`src/rtl/accum_pkg.sv`:
```
package accum_pkg;
  localparam int OP_W      = 6;
  localparam int IMM_COUNT = 40;
  localparam logic [OP_W-1:0] IMM_BASE = 6'd24;

  typedef enum logic [OP_W-1:0] {
    OP_NOP    = 6'd0,  OP_MOV_LX = 6'd1,  OP_MOV_BX = 6'd2,  OP_MOV_DX = 6'd3,
    OP_MOV_LF = 6'd4,  OP_CSUM   = 6'd5,  OP_ADD_B  = 6'd6,  OP_SUB_B  = 6'd7,
    OP_ADD_D  = 6'd8,  OP_AND_B  = 6'd9,  OP_OR_B   = 6'd10, OP_XOR_B  = 6'd11,
    OP_INC    = 6'd12, OP_DEC    = 6'd13, OP_INV    = 6'd14, OP_NEG    = 6'd15,
    OP_SHL    = 6'd16, OP_ADD_L  = 6'd17, OP_SUB_L  = 6'd18, OP_AND_L  = 6'd19,
    OP_OR_L   = 6'd20, OP_XOR_L  = 6'd21, OP_SWAP   = 6'd22, OP_BMASK  = 6'd23
  } acc_op_e;

  // Constant for table slot k: units, tens, hundreds, then bit masks.
  function automatic int unsigned imm_of(int unsigned k);
    if (k <= 10)      return k;
    else if (k <= 18) return (k - 9) * 10;
    else if (k <= 27) return (k - 18) * 100;
    else              return 32'd16 << (k - 28);
  endfunction
endpackage

```
`src/rtl/accum_const_rom.sv`:
```
module accum_const_rom
  import accum_pkg::*;
#(
  parameter int W = 16
) (
  input  logic [OP_W-1:0] op_i,
  output logic            hit_o,
  output logic [W-1:0]    imm_o
);
  localparam logic [OP_W-1:0] LAST = IMM_BASE + OP_W'(IMM_COUNT - 1);

  logic [W-1:0]    tbl [IMM_COUNT];
  logic [OP_W-1:0] idx;

  for (genvar k = 0; k < IMM_COUNT; k++) begin : g_tbl
    assign tbl[k] = W'(imm_of(k));
  end

  assign hit_o = (op_i >= IMM_BASE) && (op_i <= LAST);
  assign idx   = op_i - IMM_BASE;
  assign imm_o = hit_o ? tbl[idx] : '0;
endmodule

```
`src/rtl/accum_alu.sv`:
```
module accum_alu
  import accum_pkg::*;
#(
  parameter int W = 16
) (
  input  logic [OP_W-1:0] op_i,
  input  logic            cf_i,
  input  logic [W-1:0]    ax_i,
  input  logic [W-1:0]    bx_i,
  input  logic [W-1:0]    dx_i,
  input  logic [W-1:0]    lx_i,
  input  logic [W-1:0]    lf_i,
  input  logic            imm_hit_i,
  input  logic [W-1:0]    imm_i,
  output logic [W-1:0]    ax_o
);
  localparam int HALF = W / 2;
  localparam logic [W-1:0] LOW_MASK = {{(W-HALF){1'b0}}, {HALF{1'b1}}};

  always_comb begin
    ax_o = ax_i;
    if (imm_hit_i) begin
      ax_o = imm_i;
    end else begin
      unique case (acc_op_e'(op_i))
        OP_NOP:    ax_o = ax_i;
        OP_MOV_LX: ax_o = lx_i;
        OP_MOV_BX: ax_o = bx_i;
        OP_MOV_DX: ax_o = dx_i;
        OP_MOV_LF: ax_o = lf_i;
        OP_CSUM:   ax_o = cf_i ? ax_i + bx_i : ax_i;
        OP_ADD_B:  ax_o = ax_i + bx_i;
        OP_SUB_B:  ax_o = ax_i - bx_i;
        OP_ADD_D:  ax_o = ax_i + dx_i;
        OP_AND_B:  ax_o = ax_i & bx_i;
        OP_OR_B:   ax_o = ax_i | bx_i;
        OP_XOR_B:  ax_o = ax_i ^ bx_i;
        OP_INC:    ax_o = ax_i + 1'b1;
        OP_DEC:    ax_o = ax_i - 1'b1;
        OP_INV:    ax_o = ~ax_i;
        OP_NEG:    ax_o = '0 - ax_i;
        OP_SHL:    ax_o = {ax_i[W-2:0], 1'b0};
        OP_ADD_L:  ax_o = ax_i + lx_i;
        OP_SUB_L:  ax_o = ax_i - lx_i;
        OP_AND_L:  ax_o = ax_i & lx_i;
        OP_OR_L:   ax_o = ax_i | lx_i;
        OP_XOR_L:  ax_o = ax_i ^ lx_i;
        OP_SWAP:   ax_o = {ax_i[HALF-1:0], ax_i[W-1:HALF]};
        OP_BMASK:  ax_o = ax_i & LOW_MASK;
        default:   ax_o = ax_i;
      endcase
    end
  end
endmodule

```
`src/rtl/accum_slot.sv`:
```
module accum_slot
  import accum_pkg::*;
#(
  parameter int W    = 16,
  parameter int LF_W = 5
) (
  input  logic            clk,
  input  logic            rst,
  input  logic [OP_W-1:0] op_i,
  input  logic            cf_i,
  input  logic [W-1:0]    bx_i,
  input  logic [W-1:0]    dx_i,
  input  logic [W-1:0]    lx_i,
  input  logic [LF_W-1:0] lf_i,
  output logic [W-1:0]    ax_q
);
  localparam logic [OP_W-1:0] MASK_FIRST = IMM_BASE + 6'd28;

  logic [W-1:0] lf_ext, imm, ax_d;
  logic         imm_hit;

  assign lf_ext = {{(W-LF_W){1'b0}}, lf_i};

  accum_const_rom #(.W(W)) i_rom (
    .op_i (op_i),
    .hit_o(imm_hit),
    .imm_o(imm)
  );

  accum_alu #(.W(W)) i_alu (
    .op_i     (op_i),
    .cf_i     (cf_i),
    .ax_i     (ax_q),
    .bx_i     (bx_i),
    .dx_i     (dx_i),
    .lx_i     (lx_i),
    .lf_i     (lf_ext),
    .imm_hit_i(imm_hit),
    .imm_i    (imm),
    .ax_o     (ax_d)
  );

  always_ff @(posedge clk) begin
    if (rst) ax_q <= '0;
    else     ax_q <= ax_d;
  end

  p_reset_zero_r2: assert property (@(posedge clk) rst |=> ax_q == '0);
  p_nop_hold_r1: assert property (@(posedge clk) disable iff (rst)
    op_i == OP_NOP |=> $stable(ax_q));
  p_csum_gate_r3: assert property (@(posedge clk) disable iff (rst)
    (op_i == OP_CSUM && !cf_i) |=> $stable(ax_q));
  p_shl_fill_r5: assert property (@(posedge clk) disable iff (rst)
    op_i == OP_SHL |=> ax_q[0] == 1'b0);
  p_bmask_high_r6: assert property (@(posedge clk) disable iff (rst)
    op_i == OP_BMASK |=> ax_q[W-1:W/2] == '0);
  p_mask_onehot_r9: assert property (@(posedge clk) disable iff (rst)
    op_i >= MASK_FIRST |=> $countones(ax_q) == 1);
  p_move_bx_r8: assert property (@(posedge clk) disable iff (rst)
    op_i == OP_MOV_BX |=> ax_q == $past(bx_i));
endmodule

```
`config.mk`:
```
export PLATFORM = sky130hd
export DESIGN_NAME = accum_slot
export DESIGN_NICKNAME = d
export VERILOG_FILES = /design/src/rtl/accum_pkg.sv /design/src/rtl/accum_const_rom.sv /design/src/rtl/accum_alu.sv /design/src/rtl/accum_slot.sv
export SDC_FILE = /design/constraint.sdc
export NUM_CORES = 1
export LEC_CHECK = 0
export CAP_MARGIN = 0
export CORE_MARGIN = 1
export CORE_UTILIZATION = 62
export DETAILED_ROUTE_END_ITERATION = 12
export PLACE_DENSITY = 0.89
export SKIP_LAST_GASP = 1
export SYNTH_ARGS = -nofsm -noshare
export SYNTH_HDL_FRONTEND = slang
export SYNTH_SLANG_ARGS = --single-unit
```
`constraint.sdc`:
```
create_clock -name clk -period 7.15 [get_ports clk]
set_input_delay 1.43 -clock clk [delete_from_list [all_inputs] [get_ports clk]]
set_output_delay 1.43 -clock clk [all_outputs]
set_load 0.01 [all_outputs]
```
# [Word-level counts from Yosys, hierarchy flattened]
# Memory sizes are Yosys's and may differ from the RTL's.
# Cells that the tools add are included.
[totals] reg_bits=16 latchBits=0 mem_bits_rw=0 romBits=1024 in_bits=62 wordCells=58 memories=1
[memory_table] name="(no name shown)" depth=64 width=16 rd=1 rd_clocked_by_memory_dff=0 wr=0 line="accum_const_rom.sv:21" rtl="assign imm_o = hit_o ? tbl[idx] : '0;"
[classes] add_sub_neg=9 multipliers=0 n_div=0 magnitude_cmp=3 n_eq_ne=25 shift=0 muxes=5 n_bitwise=8 reduce_logical=5
[ops] operator="$pmux W16 S23" n=1
[ops] operator="$mux W16" n=4
[ops] operator="$add A16 B16 Y16" n=3
[ops] operator="$eq A6 B4 Y1 const B" n=8
[ops] operator="$eq A6 B5 Y1 const B" n=8
[ops] operator="$and A16 B16 Y16" n=2
[ops] operator="$or A16 B16 Y16" n=2
[ops] operator="$sub A16 B16 Y16" n=2
[ops] operator="$xor A16 B16 Y16" n=2
[ops] operator="$eq A6 B3 Y1 const B" n=4
[ops] operator="$reduce_bool A24 Y1" n=1
[ops] operator="$reduce_bool A23 Y1" n=1
[ops] operator="$add A16 B1 Y16 const B" n=1
[ops] operator="$not A16 Y16" n=1
[ops] operator="$sub A1 B16 Y16 const A" n=1
[ops] operator="$sub A16 B1 Y16 const B" n=1
[ops] operator="$eq A6 B2 Y1 const B" n=2
[ops] operator="$ge A7 B7 Y1 const B" n=1
[ops] operator="$not A6 Y7" n=1
[ops] operator="$eq A6 B1 Y1 const B" n=1
[ops] operator="$ge A6 B5 Y1 const B" n=1
[ops] operator="$le A6 B6 Y1 const B" n=1
[ops] operator="$sub A6 B5 Y6 const B" n=1
[ops] operator="$ne A3 B2 Y1 const B" n=1
[ops] operator="other kinds (4)" n=4

# [Logic depth before layout (Yosys ltp)]
[logic_depth] ltp_word=6 mapped_depth=21 ltp_nobuf=18

# [By module]
# From an unflattened synthesis, not the netlist that was laid out.
[hier_totals] cells_unflattened=917 hier_area_um2=6177.2
[by_module_without_submodules] module="accum_alu" n_inst=1 cells_per_inst=791 area_per_inst_um2=5107.4
[by_module_without_submodules] module="accum_const_rom" n_inst=1 cells_per_inst=92 area_per_inst_um2=601.8
[by_module_without_submodules] module="accum_slot" n_inst=1 cells_per_inst=34 area_per_inst_um2=467.9

# [Least setup slack after synthesis]
# Ideal clock, no wire load.
[synth_path] kind="in2reg" from="input port op_i[0]" to="register ax_q[13]" setup_ns=0.117 t_arrival_ns=5.212 required_time_ns=7.033 setup_slack_ns=1.821 cell_stages=19 cell_sequence="clkbuf_1 inv_1 ha_1 or3b_1 clkbuf_1 nor2_1 a222oi_1 and3_1 nor2_1 inv_1 ha_1 nor2b_1 o31ai_1 a21oi_1 a221o_1 a31oi_1 xor2_1 o221ai_1 a32o_1"
[synth_between] elab_chain_len=6
[synth_rtl] item="from (decl)" line="accum_slot.sv:9" rtl="input logic [OP_W-1:0] op_i,"
[synth_rtl] item="$sub A6 B5 Y6" line="accum_const_rom.sv:20" rtl="assign idx = op_i - IMM_BASE;"
[synth_rtl] item="$not A6 Y7 (not written as such)" line="accum_const_rom.sv:21"
[synth_rtl] item="$mem_v2 Z64 W16"
[synth_rtl] item="$mux W16 (not written as such) (2 in a row)" line="accum_const_rom.sv:21"
[synth_rtl] item="$mux W16" line="accum_alu.sv:22" rtl="if (imm_hit_i) begin"
[synth_rtl] item="to (signal assigned)" line="accum_slot.sv:44" rtl="if (rst) ax_q <= '0;"
[synth_rtl] item="to (signal assigned)" line="accum_slot.sv:45" rtl="else ax_q <= ax_d;"
[synth_rtl] item="to (decl)" line="accum_slot.sv:15" rtl="output logic [W-1:0] ax_q"
# Parallel ways exist; a longest one is shown, timed or not. The select of a mux whose other input is x is not followed.
# A chain may end at the register's enable or synchronous reset.

# [Final worst setup path]
[layout_path] from="input port op_i[0]" to="register ax_q[12]"
# Same word-level chain as after synthesis.

==> metrics <==
grt met1 use=0.6421; Fin Setup TNS=0 ps; largest net degree at the start of global routing=24; Pleak=2.221 nW; utilization after layout=0.7321; RSZ-0062 raised after global routing=no; GRT Resource Usage Total=0.5320; synth-to-layout area growth=12.37%; Syn Nets=~900; DP Cell Count=919; EDFF count, synth=0; Largest regs=ax_q: 16 flops; initial antenna violation count=0; worst-path fanout max=13; Worst-path clk slew=~70 ps; worst setup margin=between 500 and 600 ps; asr flop ratio synth=0; Yosys reg bits=16; Finished Layout Cells=about 900; total number of vias=approximately 7500; CP Launch Type=input port; Die Wd=approximately 96 um; GR peak layer=met2; CTS Hold Bufs=0; capturing element type of the critical path=flip-flop; CTS Root Cell=clkbuf_8; first-pass GRT wire length=between 30000 and 40000 um; routability-driven placement congestion ratio=1.145; # setup viols final=0; Pre-antenna DRT Iters=13; WS Path Type=input port to flip-flop; Pwr Total=between 0.6 and 0.7 mW; ratio of cells with drive above 1 in the final layout=0.04651; final hold viol count=0; DRT Wirelength=roughly 24000 um; mean area per synthesized cell=between 6 and 7 um^2; failing checks=DRC; met3 Usage GRT=0.2401; CTS tree=done; Critical Path RT=7300 ps; Initial Utilization=0.6514; total die area=~9000 um^2; Main synth FF type=dfxtp_1; status=finished with violations; post-CTS sizing=0; final net count=910; Worst-Margin Slew=approximately 1400 ps; max-cap check violation count=0; CTS max path bufs=2; Clock Skews=roughly 5.6 ps; Top Ports=78; post-DR vias/cell=8.092; max FFs per register=16; initial drt markers=between 1000 and 1500; Core ar.=8382 um^2; Post-Syn Area=around 5500 um^2; drc violations=5; Detail Route Antenna Nets=0; WHS=between 600 and 700 ps; Yosys Warn Count=0; Yosys cell types=85; Largest Register=ax_q; ANT cells=0; Hold Path Class=flip-flop to flip-flop; sequential share of the synthesized area=0.05866; # clock sinks=16; Die Height=around 96 um; Post-CTS Setup Bufs=0; Post-Place Setup Slack=around 550 ps; GRT met2 Usage=0.7595; CTS Buf Count=3; cell area power density=108.4 nW/um^2; wire per inst=26.35 um; row count=33; cell count after synthesis=between 800 and 900; design area=between 6000 and 7000 um^2; peak supply drop=about 0.00016 V; Tcrit/Tclk final=0.9211; Final Critical Period=6586 ps; Max Freq=around 150 MHz; placed inst area=around 6000 um^2; worst-skew pair later-pin latency=about 250 ps; Worst Path Arrival=between 6000 and 7000 ps; slew margin rel.=0.08607; H-tree depth reported by CTS=1; PortBufs=between 70 and 80; vias in the first global route=6765; dpl hpwl=between 15000 and 20000 um; Final Slew Violations=0; Congestion Overflow GR=0
==> worst max-delay path: stages <==
cell,delay [ps]
clkdlybuf4s50_1,620
inv_1,260
ha_1,510
or3b_1,510
o22ai_2,250
nor2_1,150
o21ai_0,220
nand3_1,100
ha_1,220
fa_1,400
nand2b_1,200
a21oi_1,330
o21ai_0,280
o21ai_0,490
nor2_1,160
a32oi_1,210
o211ai_1,130
a32o_1,270
==> kinds of logic after synthesis <==
family,synth area share
adder cells (fa/ha/maj),0.06783
buffers and inverters,0.08341
AND/OR/NAND/NOR,0.2615
AO/OA/AOI/OAI,0.3980
XOR/XNOR,0.08020
flip-flops,0.05866
multiplexers,0.05041
==> path summary, 6_finish.rpt <==
check | slack [ps] | to | start | depth (start not counted)
worst min register to register | 670 | ax_q[15] | ax_q[15] | 2
worst max register to register | 3530 | ax_q[12] | ax_q[0] | 11
worst max-delay path | 560 | ax_q[12] | op_i[0] | 18
worst min-delay path | 670 | ax_q[15] | ax_q[15] | 2
==> placed cells by master (no fill, tap or decap), drive strengths merged, types with 16 or more instances in the layout <==
cell,count
clkdlybuf4s50,77
a21oi,70
nor2,67
nand2,54
o21ai,53
nor3,35
xnor2,30
a22oi,30
ha,28
nand3,24
mux2i,23
inv,22
xor2,20
a221oi,19
a31oi,16
dfxtp,16
==> power by group <==
| group | total [mW] | switching [mW] | internal, mW | leakage (nW) |
|---|---|---|---|---|
| clock network | 0.0703 | 0.0329 | 0.0374 | 0.0216 |
| logic | 0.452 | 0.268 | 0.185 | 2.07 |
| registers | 0.143 | 0.0438 | 0.0992 | 0.132 |
==> area by class of cell <==
type | count | area, um^2
flip-flops and latches | 16 | 320.3
fillers | 732 | 2246
repair buffers | 91 | 875.8
well taps | 105 | 131.4
multi-input cells | 685 | 4684
inverters | 22 | 82.58
clock buffers | 3 | 41.29
==> synth_stat cells, types with 4 or more instances <==
cell type   n  area share
a221o_1    10       0.018
o21ai_0    51       0.047
mux2i_1    23       0.042
o2111ai_1   7       0.011
a221oi_1   18       0.029
inv_1      22       0.015
nand3_1    24       0.022
a21oi_1    70       0.064
nor3_1     35       0.032
o221ai_1    5      0.0080
a32o_1      6       0.011
a2111oi_0   5      0.0080
o211ai_1   11       0.015
and2_1      8      0.0092
and3_1      6      0.0069
a21o_1     11       0.015
a31oi_1    16       0.018
a22oi_1    30       0.041
nor4_1      9       0.010
a222oi_1    8       0.015
clkbuf_1   57       0.039
or4_1       6      0.0082
xor2_1     20       0.032
a32oi_1     5      0.0080
buf_2      19       0.017
or3_1       9       0.010
nand2b_1   13       0.015
xnor2_1    30       0.048
dfxtp_1    16       0.059
a22o_1      6      0.0096
buf_1       4      0.0027
nor2_1     67       0.046
nor2b_1     8      0.0092
o21a_1      5      0.0069
nand4_1     4      0.0046
o22ai_1     7      0.0080
ha_1       28       0.064
nand2_1    54       0.037
o31ai_1     4      0.0055
==> metal layers <==
layer,part of all wire,wire length [um],vias to the layer above
met5,0,0,-
li1,-,-,3134
met1,0.35,8394,3316
met3,0.18,4397,234
met2,0.39,9520,777
met4,0.082,1985,0
Power figures use the tool's default switching activity.
